File: src/rtl/memcyc_pkg.sv
`timescale 1ns/1ps
package memcyc_pkg;

  typedef enum logic [2:0] {
    ST_IDLE,
    ST_T1,
    ST_T2,
    ST_TW,
    ST_T3,
    ST_T4
  } bus_state_e;

  // Whole clocks of waiting needed to cover the memory access time beyond
  // what the processor allows; rounded up, never negative, capped.
  function automatic int unsigned wait_clocks(input int unsigned mem_t,
                                              input int unsigned proc_t,
                                              input int unsigned unit,
                                              input int unsigned cap);
    int unsigned gap;
    int unsigned clocks;
    if (mem_t <= proc_t) begin
      clocks = 0;
    end else begin
      gap    = mem_t - proc_t;
      clocks = (gap + unit - 1) / unit;
      if (clocks > cap) clocks = cap;
    end
    return clocks;
  endfunction

endpackage

File: src/rtl/memcyc_wait_calc.sv
`timescale 1ns/1ps
module memcyc_wait_calc #(
  parameter int unsigned TIME_W           = 8,
  parameter int unsigned WAIT_W           = 4,
  parameter int unsigned TICKS_PER_CLK    = 10,
  parameter int unsigned PROC_TACC_LEGACY = 15,
  parameter int unsigned PROC_TACC_FAST   = 23
) (
  input  logic              fast_mode,
  input  logic [TIME_W-1:0] mem_tacc,
  output logic [WAIT_W-1:0] wait_cnt
);
  import memcyc_pkg::*;

  localparam int unsigned WAIT_CAP = (1 << WAIT_W) - 1;

  int unsigned allowance;
  int unsigned clocks;

  always_comb begin
    allowance = fast_mode ? PROC_TACC_FAST : PROC_TACC_LEGACY;
    clocks    = wait_clocks(32'(mem_tacc), allowance, TICKS_PER_CLK, WAIT_CAP);
    wait_cnt  = WAIT_W'(clocks);
  end

endmodule

File: src/rtl/memcyc_fsm.sv
`timescale 1ns/1ps
module memcyc_fsm #(
  parameter int unsigned WAIT_W = 4
) (
  input  logic                   clk,
  input  logic                   rst_n,
  input  logic                   req,
  input  logic                   ready,
  input  logic                   fast_mode,
  input  logic [WAIT_W-1:0]      wait_load,
  output memcyc_pkg::bus_state_e state,
  output logic                   take,
  output logic                   final_st,
  output logic                   cmpl_enter,
  output logic                   wait_zero
);
  import memcyc_pkg::*;

  bus_state_e        nxt;
  logic              fast_q;
  logic [WAIT_W-1:0] wcnt;
  logic              addr_ph;
  logic              decide;

  always_comb begin
    final_st   = (state == ST_T4) || (fast_q && state == ST_T2);
    addr_ph    = fast_q ? (state == ST_T1) : (state == ST_T2);
    decide     = addr_ph || (state == ST_TW);
    wait_zero  = (wcnt == '0);
    take       = req && ((state == ST_IDLE) || final_st);
    cmpl_enter = decide && wait_zero && ready;

    if (state == ST_IDLE || final_st) begin
      nxt = take ? ST_T1 : ST_IDLE;
    end else if (decide) begin
      if (cmpl_enter) nxt = fast_q ? ST_T2 : ST_T3;
      else            nxt = ST_TW;
    end else if (state == ST_T1) begin
      nxt = ST_T2;
    end else if (state == ST_T3) begin
      nxt = ST_T4;
    end else begin
      nxt = ST_IDLE;
    end
  end

  always_ff @(posedge clk or negedge rst_n) begin
    if (!rst_n) begin
      state  <= ST_IDLE;
      fast_q <= 1'b0;
      wcnt   <= '0;
    end else begin
      state <= nxt;
      if (take) begin
        fast_q <= fast_mode;
        wcnt   <= wait_load;
      end else if (decide && !wait_zero) begin
        wcnt <= wcnt - 1'b1;
      end
    end
  end

endmodule

File: src/rtl/memcyc_datapath.sv
`timescale 1ns/1ps
module memcyc_datapath #(
  parameter int unsigned ADDR_W = 16,
  parameter int unsigned DATA_W = 16
) (
  input  logic              clk,
  input  logic              rst_n,
  input  logic              take,
  input  logic              final_st,
  input  logic              req_we,
  input  logic [ADDR_W-1:0] req_addr,
  input  logic [DATA_W-1:0] req_wdata,
  input  logic [DATA_W-1:0] bus_din,
  output logic [ADDR_W-1:0] addr_q,
  output logic [DATA_W-1:0] wdata_q,
  output logic              we_q,
  output logic [DATA_W-1:0] rdata,
  output logic              ack
);

  always_ff @(posedge clk or negedge rst_n) begin
    if (!rst_n) begin
      addr_q  <= '0;
      wdata_q <= '0;
      we_q    <= 1'b0;
    end else if (take) begin
      addr_q  <= req_addr;
      wdata_q <= req_wdata;
      we_q    <= req_we;
    end
  end

  always_ff @(posedge clk or negedge rst_n) begin
    if (!rst_n) begin
      rdata <= '0;
      ack   <= 1'b0;
    end else begin
      ack <= final_st;
      if (final_st && !we_q) rdata <= bus_din;
    end
  end

endmodule

File: src/rtl/memcyc_sequencer.sv
`timescale 1ns/1ps
module memcyc_sequencer #(
  parameter int unsigned ADDR_W           = 16,
  parameter int unsigned DATA_W           = 16,
  parameter int unsigned TIME_W           = 8,
  parameter int unsigned WAIT_W           = 4,
  parameter int unsigned TICKS_PER_CLK    = 10,
  parameter int unsigned PROC_TACC_LEGACY = 15,
  parameter int unsigned PROC_TACC_FAST   = 23
) (
  input  logic              clk,
  input  logic              rst_n,
  input  logic              req,
  input  logic              req_we,
  input  logic [ADDR_W-1:0] req_addr,
  input  logic [DATA_W-1:0] req_wdata,
  input  logic              fast_mode,
  input  logic [TIME_W-1:0] mem_tacc,
  input  logic              ready,
  input  logic [DATA_W-1:0] bus_din,
  output logic              addr_strobe,
  output logic              rd_strobe,
  output logic              wr_strobe,
  output logic [ADDR_W-1:0] bus_addr,
  output logic [DATA_W-1:0] bus_dout,
  output logic              ack,
  output logic [DATA_W-1:0] rdata
);
  import memcyc_pkg::*;

  // Named internal events, also observed by the bound checker.
  bus_state_e        state;
  logic              take;
  logic              final_st;
  logic              cmpl_enter;
  logic              wait_zero;
  logic              we_q;
  logic              data_phase;
  logic [WAIT_W-1:0] wait_load;

  memcyc_wait_calc #(
    .TIME_W          (TIME_W),
    .WAIT_W          (WAIT_W),
    .TICKS_PER_CLK   (TICKS_PER_CLK),
    .PROC_TACC_LEGACY(PROC_TACC_LEGACY),
    .PROC_TACC_FAST  (PROC_TACC_FAST)
  ) u_wait_calc (
    .fast_mode(fast_mode),
    .mem_tacc (mem_tacc),
    .wait_cnt (wait_load)
  );

  memcyc_fsm #(.WAIT_W(WAIT_W)) u_fsm (
    .clk       (clk),
    .rst_n     (rst_n),
    .req       (req),
    .ready     (ready),
    .fast_mode (fast_mode),
    .wait_load (wait_load),
    .state     (state),
    .take      (take),
    .final_st  (final_st),
    .cmpl_enter(cmpl_enter),
    .wait_zero (wait_zero)
  );

  memcyc_datapath #(.ADDR_W(ADDR_W), .DATA_W(DATA_W)) u_datapath (
    .clk      (clk),
    .rst_n    (rst_n),
    .take     (take),
    .final_st (final_st),
    .req_we   (req_we),
    .req_addr (req_addr),
    .req_wdata(req_wdata),
    .bus_din  (bus_din),
    .addr_q   (bus_addr),
    .wdata_q  (bus_dout),
    .we_q     (we_q),
    .rdata    (rdata),
    .ack      (ack)
  );

  always_comb begin
    data_phase  = (state != ST_IDLE) && (state != ST_T1);
    addr_strobe = (state == ST_T1);
    rd_strobe   = data_phase && !we_q;
    wr_strobe   = data_phase && we_q;
  end

endmodule

File: config.mk
export PLATFORM = sky130hd
export DESIGN_NAME = memcyc_sequencer
export DESIGN_NICKNAME = d
export VERILOG_FILES = /design/src/rtl/memcyc_pkg.sv /design/src/rtl/memcyc_wait_calc.sv /design/src/rtl/memcyc_fsm.sv /design/src/rtl/memcyc_datapath.sv /design/src/rtl/memcyc_sequencer.sv
export SDC_FILE = /design/constraint.sdc
export NUM_CORES = 1
export LEC_CHECK = 0
export CORE_UTILIZATION = 56
export CTS_CLUSTER_SIZE = 25
export DETAILED_ROUTE_END_ITERATION = 7
export PLACE_DENSITY = 0.8
export REMOVE_ABC_BUFFERS = 1
export SYNTH_ARGS = -nofsm -noshare
export SYNTH_HDL_FRONTEND = slang
export SYNTH_SLANG_ARGS = --single-unit
export TNS_END_PERCENT = 5
File: constraint.sdc
create_clock -name clk -period 2.4 [get_ports clk]
set_clock_uncertainty 0.2 [all_clocks]
set_input_delay 0.36 -clock clk [delete_from_list [all_inputs] [get_ports clk]]
set_output_delay 0.36 -clock clk [all_outputs]
set_load 0.005 [all_outputs]
==> results of run 1 <==
-- cells by family after synthesis --
| logic type | synth area share |
|---|---|
| xor+xnor | 0.0798 |
| fa+ha+maj | 0.0306 |
| buf+inv | 0.0392 |
| compound gates | 0.321 |
| mux | 0.0399 |
| flops | 0.193 |
| simple gates | 0.297 |
-- routing by layer --
metal / GRT overflow / global-route usage
met1: 0 / 0.772
met2: 16 / 0.948
met3: 0 / 0.593
met4: 24 / 0.845
met5: 0 / 0.199
-- through the flow --
step	utilization	instance area, µm²	setup TNS, ns	cells	hold WS, ns
after floorplan	-	7310	-34.71	943	-0.136
after CTS	0.959	12400	-30.60	1608	0.183
after global placement	0.871	11200	-33.82	1568	0.173
after detailed placement	0.871	11200	-35.42	1568	0.182
-- timing repair --
action,in CTS
pin swaps,61
hold endpoints to repair,58
hold buffers,1
gates cloned,0
setup endpoints to repair,4
gates resized for setup,152
setup buffers,23
==> run metrics, run 1 <==
outcome=stopped before the end; Last stage=5_1_grt; error msg=[ERROR GRT-0116] Global routing finished with congestion. Check the congestion regions in the DRC Viewer.; commonest cells in the netlist=184 x nand2_1, 76 x nor2_1, 58 x dfrtp_1; PortBufs=113; Vert. Die Dim=118 µm; root buf cell=clkbuf_16; chip width=118 µm; Max Buffers Root-to-Sink=2; ys async rst share=1.00; post-synthesis sequential area ratio=0.193; most area-consuming cells after synthesis=dfrtp_1 19%, nand2_1 9.2%, nor2_1 3.8%; gpl congestion=1.02; syn avg cell area=7.59 µm²; H-Tree Depth=3; Synth cell types=119; Yosys top cell area share=0.193; Clock Sinks=58; top-count cell post-synth=nand2_1; largest net degree at the start of global routing=59; Detailed Place HPWL=24.5 mm; first-pass GRT wire length=84.1 mm; Netlist Area Pre-Place=7520 µm²; GRT Total Usage=0.776; Overflow after GRT=40; number of synthesized flops with an enable pin=0; yosys warns=0; Post-synth top flop=dfrtp_1; flops & latches, synth=58; leading area contributor after synthesis=dfrtp_1; Placement Setup Slack=-9.18 ns; Initial Util=0.584; number of global-route vias before repair=14000; Gate Count Post-Synth=991; cts bufs inserted=9; IO Pins=114; Rows=41
==> run 2, diff against run 1 <==
--- a/config.mk
+++ b/config.mk
@@ -5,10 +5,9 @@
 export SDC_FILE = /design/constraint.sdc
 export NUM_CORES = 1
 export LEC_CHECK = 0
-export CORE_UTILIZATION = 56
-export CTS_CLUSTER_SIZE = 25
+export CORE_UTILIZATION = 40
 export DETAILED_ROUTE_END_ITERATION = 7
-export PLACE_DENSITY = 0.8
+export PLACE_DENSITY_LB_ADDON = 0.15
 export REMOVE_ABC_BUFFERS = 1
 export SYNTH_ARGS = -nofsm -noshare
 export SYNTH_HDL_FRONTEND = slang
==> run metrics, run 2 <==
Layout Area Growth over Synthesis=71.4%; Final Hold Viols=0; DRT Pass-1 Iters=8; largest net degree at the start of global routing=37; fin crit period=10.18 ns; DRT Wirelength=30.1 mm; slowest stage delay, CP=0.52 ns; Clock Sinks=58 (unchanged); Seq. cell area=1450 µm²; Overflow after GRT=0; Non-Filler Cell Area, Final=12900 µm²; top-count cell post-synth=nand2_1; DP Area=11500 µm² (+2.5%); hold crit path type=input pin to register; CP Class=input pin to register; most frequent cells in the layout=381 x buf_4, 182 x nand2_1, 105 x clkdlybuf4s50_1; max cap viols=0; Max Buffers Root-to-Sink=2 (unchanged); chip width=139 µm (+18%); ys async rst share=1.00 (unchanged); most common cell type on the critical path=buf_4; number of global-route vias before repair=9848; Yosys top cell area share=0.193 (unchanged); Final setup viols=4; Post-layout nets=1542; TritonCTS clock tree=built; fin util=0.708; Top Registers=u_datapath.addr_q x16, u_datapath.rdata x16, u_datapath.wdata_q x16; slowest stage cell, crit path=or4_1; reg2reg setup slack=-0.01 ns; RSZ-0062 raised after global routing=yes; Pleak=5.56 nW; Req. time, crit path=2.40 ns; number of synthesized flops with an enable pin=0 (unchanged); CP startpoint kind=input pin; Detailed Place HPWL=22.7 mm (-7.1%); cts bufs inserted=9 (unchanged); Slew Limit Fails=0; Synth cell types=119 (unchanged); PortBufs=113 (unchanged); hold path cells=4; Gate Count Post-Synth=991 (unchanged); Reg2Reg Depth=8; crit share post-route=4.24; multi-input logic area=6550 µm²; Vert. Die Dim=139 µm (+18%); antenna fix cells=0; Netlist Area Pre-Place=7520 µm² (unchanged); CP Data Arrival Time=10.18 ns; 1st-iter DRT viols=655; fin worst setup slack=-7.78 ns; CP Max Fanout=8; Final ANT Viol Nets=0; maximum operating frequency=98.2 MHz; Worst Hold End=u_fsm.fast_q; commonest cells in the netlist=184 x nand2_1, 76 x nor2_1, 58 x dfrtp_1; r2r startpoint=u_fsm.state[1]; initial antenna violation count=0; IR drop worst, VDD=0.690 mV; die area=19400 µm²; number of remaining DRC errors=25; commonest non-fill, non-tap cell in the layout=buf_4; most area-consuming cells after synthesis=dfrtp_1 19%, nand2_1 9.2%, nor2_1 3.8%; worst-margin pin slew=0.565 ns; Core Region=18200 µm²; Critical Path Sink Type=register; Initial Util=0.413 (-0.171); Hold Startpoint=fast_mode; first-pass GRT wire length=49.2 mm; syn avg cell area=7.59 µm² (unchanged); Worst R2R End=u_fsm.wcnt[0]; Post-synth top flop=dfrtp_1; outcome=finished with violations; Rows=49 (+20%); Clock Latency Late Sink=0.32 ns; via density per instance=5.83; clock slew at reported path FFs=0.05 ns; total number of vias=9900; IO Pins=114 (unchanged); GRT Total Usage=0.311; fill count=1462; failing checks=DRC, setup timing; root buf cell=clkbuf_16; leading area contributor after synthesis=dfrtp_1; flops & latches, synth=58 (unchanged); post-synthesis sequential area ratio=0.193 (unchanged); yosys warns=0 (unchanged); share of layout cells above drive strength 1=0.424; Slew headroom=0.622; post-DR wirelength/cell=17.7 µm; power density cells=1090 nW/µm²; gpl congestion=0.971 (-4.6%); H-Tree Depth=3 (unchanged)
[run 2: cell counts after synthesis]
Identical to the previous run, type by type.
[run 2: final cells by class]
type	instances	area share
timing repair buffer	510	0.325
clock buffer	10	0.0185
multi-input combinational	862	0.508
tap	229	0.0222
inverter	23	0.00708
clock inverter	6	0.00689
sequential	58	0.113
[run 2: layer usage]
metal / routed length, µm / track usage / up-vias
met5: 0 / 0 / -
met4: 1170 / 0.136 / 0
met2: 14100 / 0.533 / 436
met3: 2010 / 0.0397 / 94
met1: 12800 / 0.391 / 4677
li1: - / - / 4693
[run 2: worst max-delay path by stage]
| stage | from | to | slack (ns) | cells after the start |
|---|---|---|---|---|
| final | fast_mode | u_fsm.wcnt[0] | -7.78 | 47 |
| after detailed placement | fast_mode | u_fsm.wcnt[0] | -8.90 | 42 |
| after floorplan | mem_tacc[1] | u_fsm.wcnt[0] | -8.99 | 36 |
| after global placement | fast_mode | u_fsm.wcnt[0] | -8.90 | 43 |
| after CTS | fast_mode | u_fsm.wcnt[0] | -7.69 | 44 |
| after global routing | fast_mode | u_fsm.wcnt[0] | -8.11 | 49 |
[run 2: power breakdown]
group / leakage (nW) / switching, W / internal (W)
logic: 4.69 / 0.00512 / 0.00578
clock network: 0.155 / 0.000433 / 0.000937
registers: 0.713 / 0.000274 / 0.00145
total: 5.56 / 0.00583 / 0.00817
[run 2: cells by family after synthesis]
group | Yosys count | synth area share
DFF | 58 | 0.193
muxes | 26 | 0.0399
adders and majority gates | 19 | 0.0306
xor gates and xnor gates | 56 | 0.0798
buffers and inverters | 71 | 0.0392
AOI/OAI and AO/OA | 311 | 0.321
and+or+nand+nor | 450 | 0.297
[run 2: repair_timing]
item                                   4_1_cts  5_1_grt
setup buffers                               28        3
cloned                                       0        0
endpoints found under the hold margin       19        0
hold buffers                                 1        0
pin swaps                                   84       29
resized for setup                          163       24
setup endpoints to repair                    4        4
[run 2: worst max-delay path: cells and delay by family]
family	cells	cell delay [ns]
and+or+nand+nor	10	3.05
buffers and inverters	10	1.43
muxes	1	0.28
adders and majority gates	2	0.46
xor gates and xnor gates	3	0.51
AOI/OAI and AO/OA	21	4.07
[run 2: per-stage QoR]
stage	total power [W]	std cells	setup WS, ns	hold WS [ns]	TNS [ns]
5_1_grt	0.0150	1698	-8.11	0.253	-31.46
3_5_place_dp	0.0109	1651	-8.90	0.139	-34.56
4_1_cts	0.0136	1695	-7.69	0.233	-29.63
6_report	0.0140	1698	-7.78	0.255	-30.25
3_3_place_gp	0.0108	1651	-8.90	0.135	-34.49
2_1_floorplan	0.00640	943	-8.99	-0.136	-34.71
Note: power is estimated with default switching activity, not from simulation.
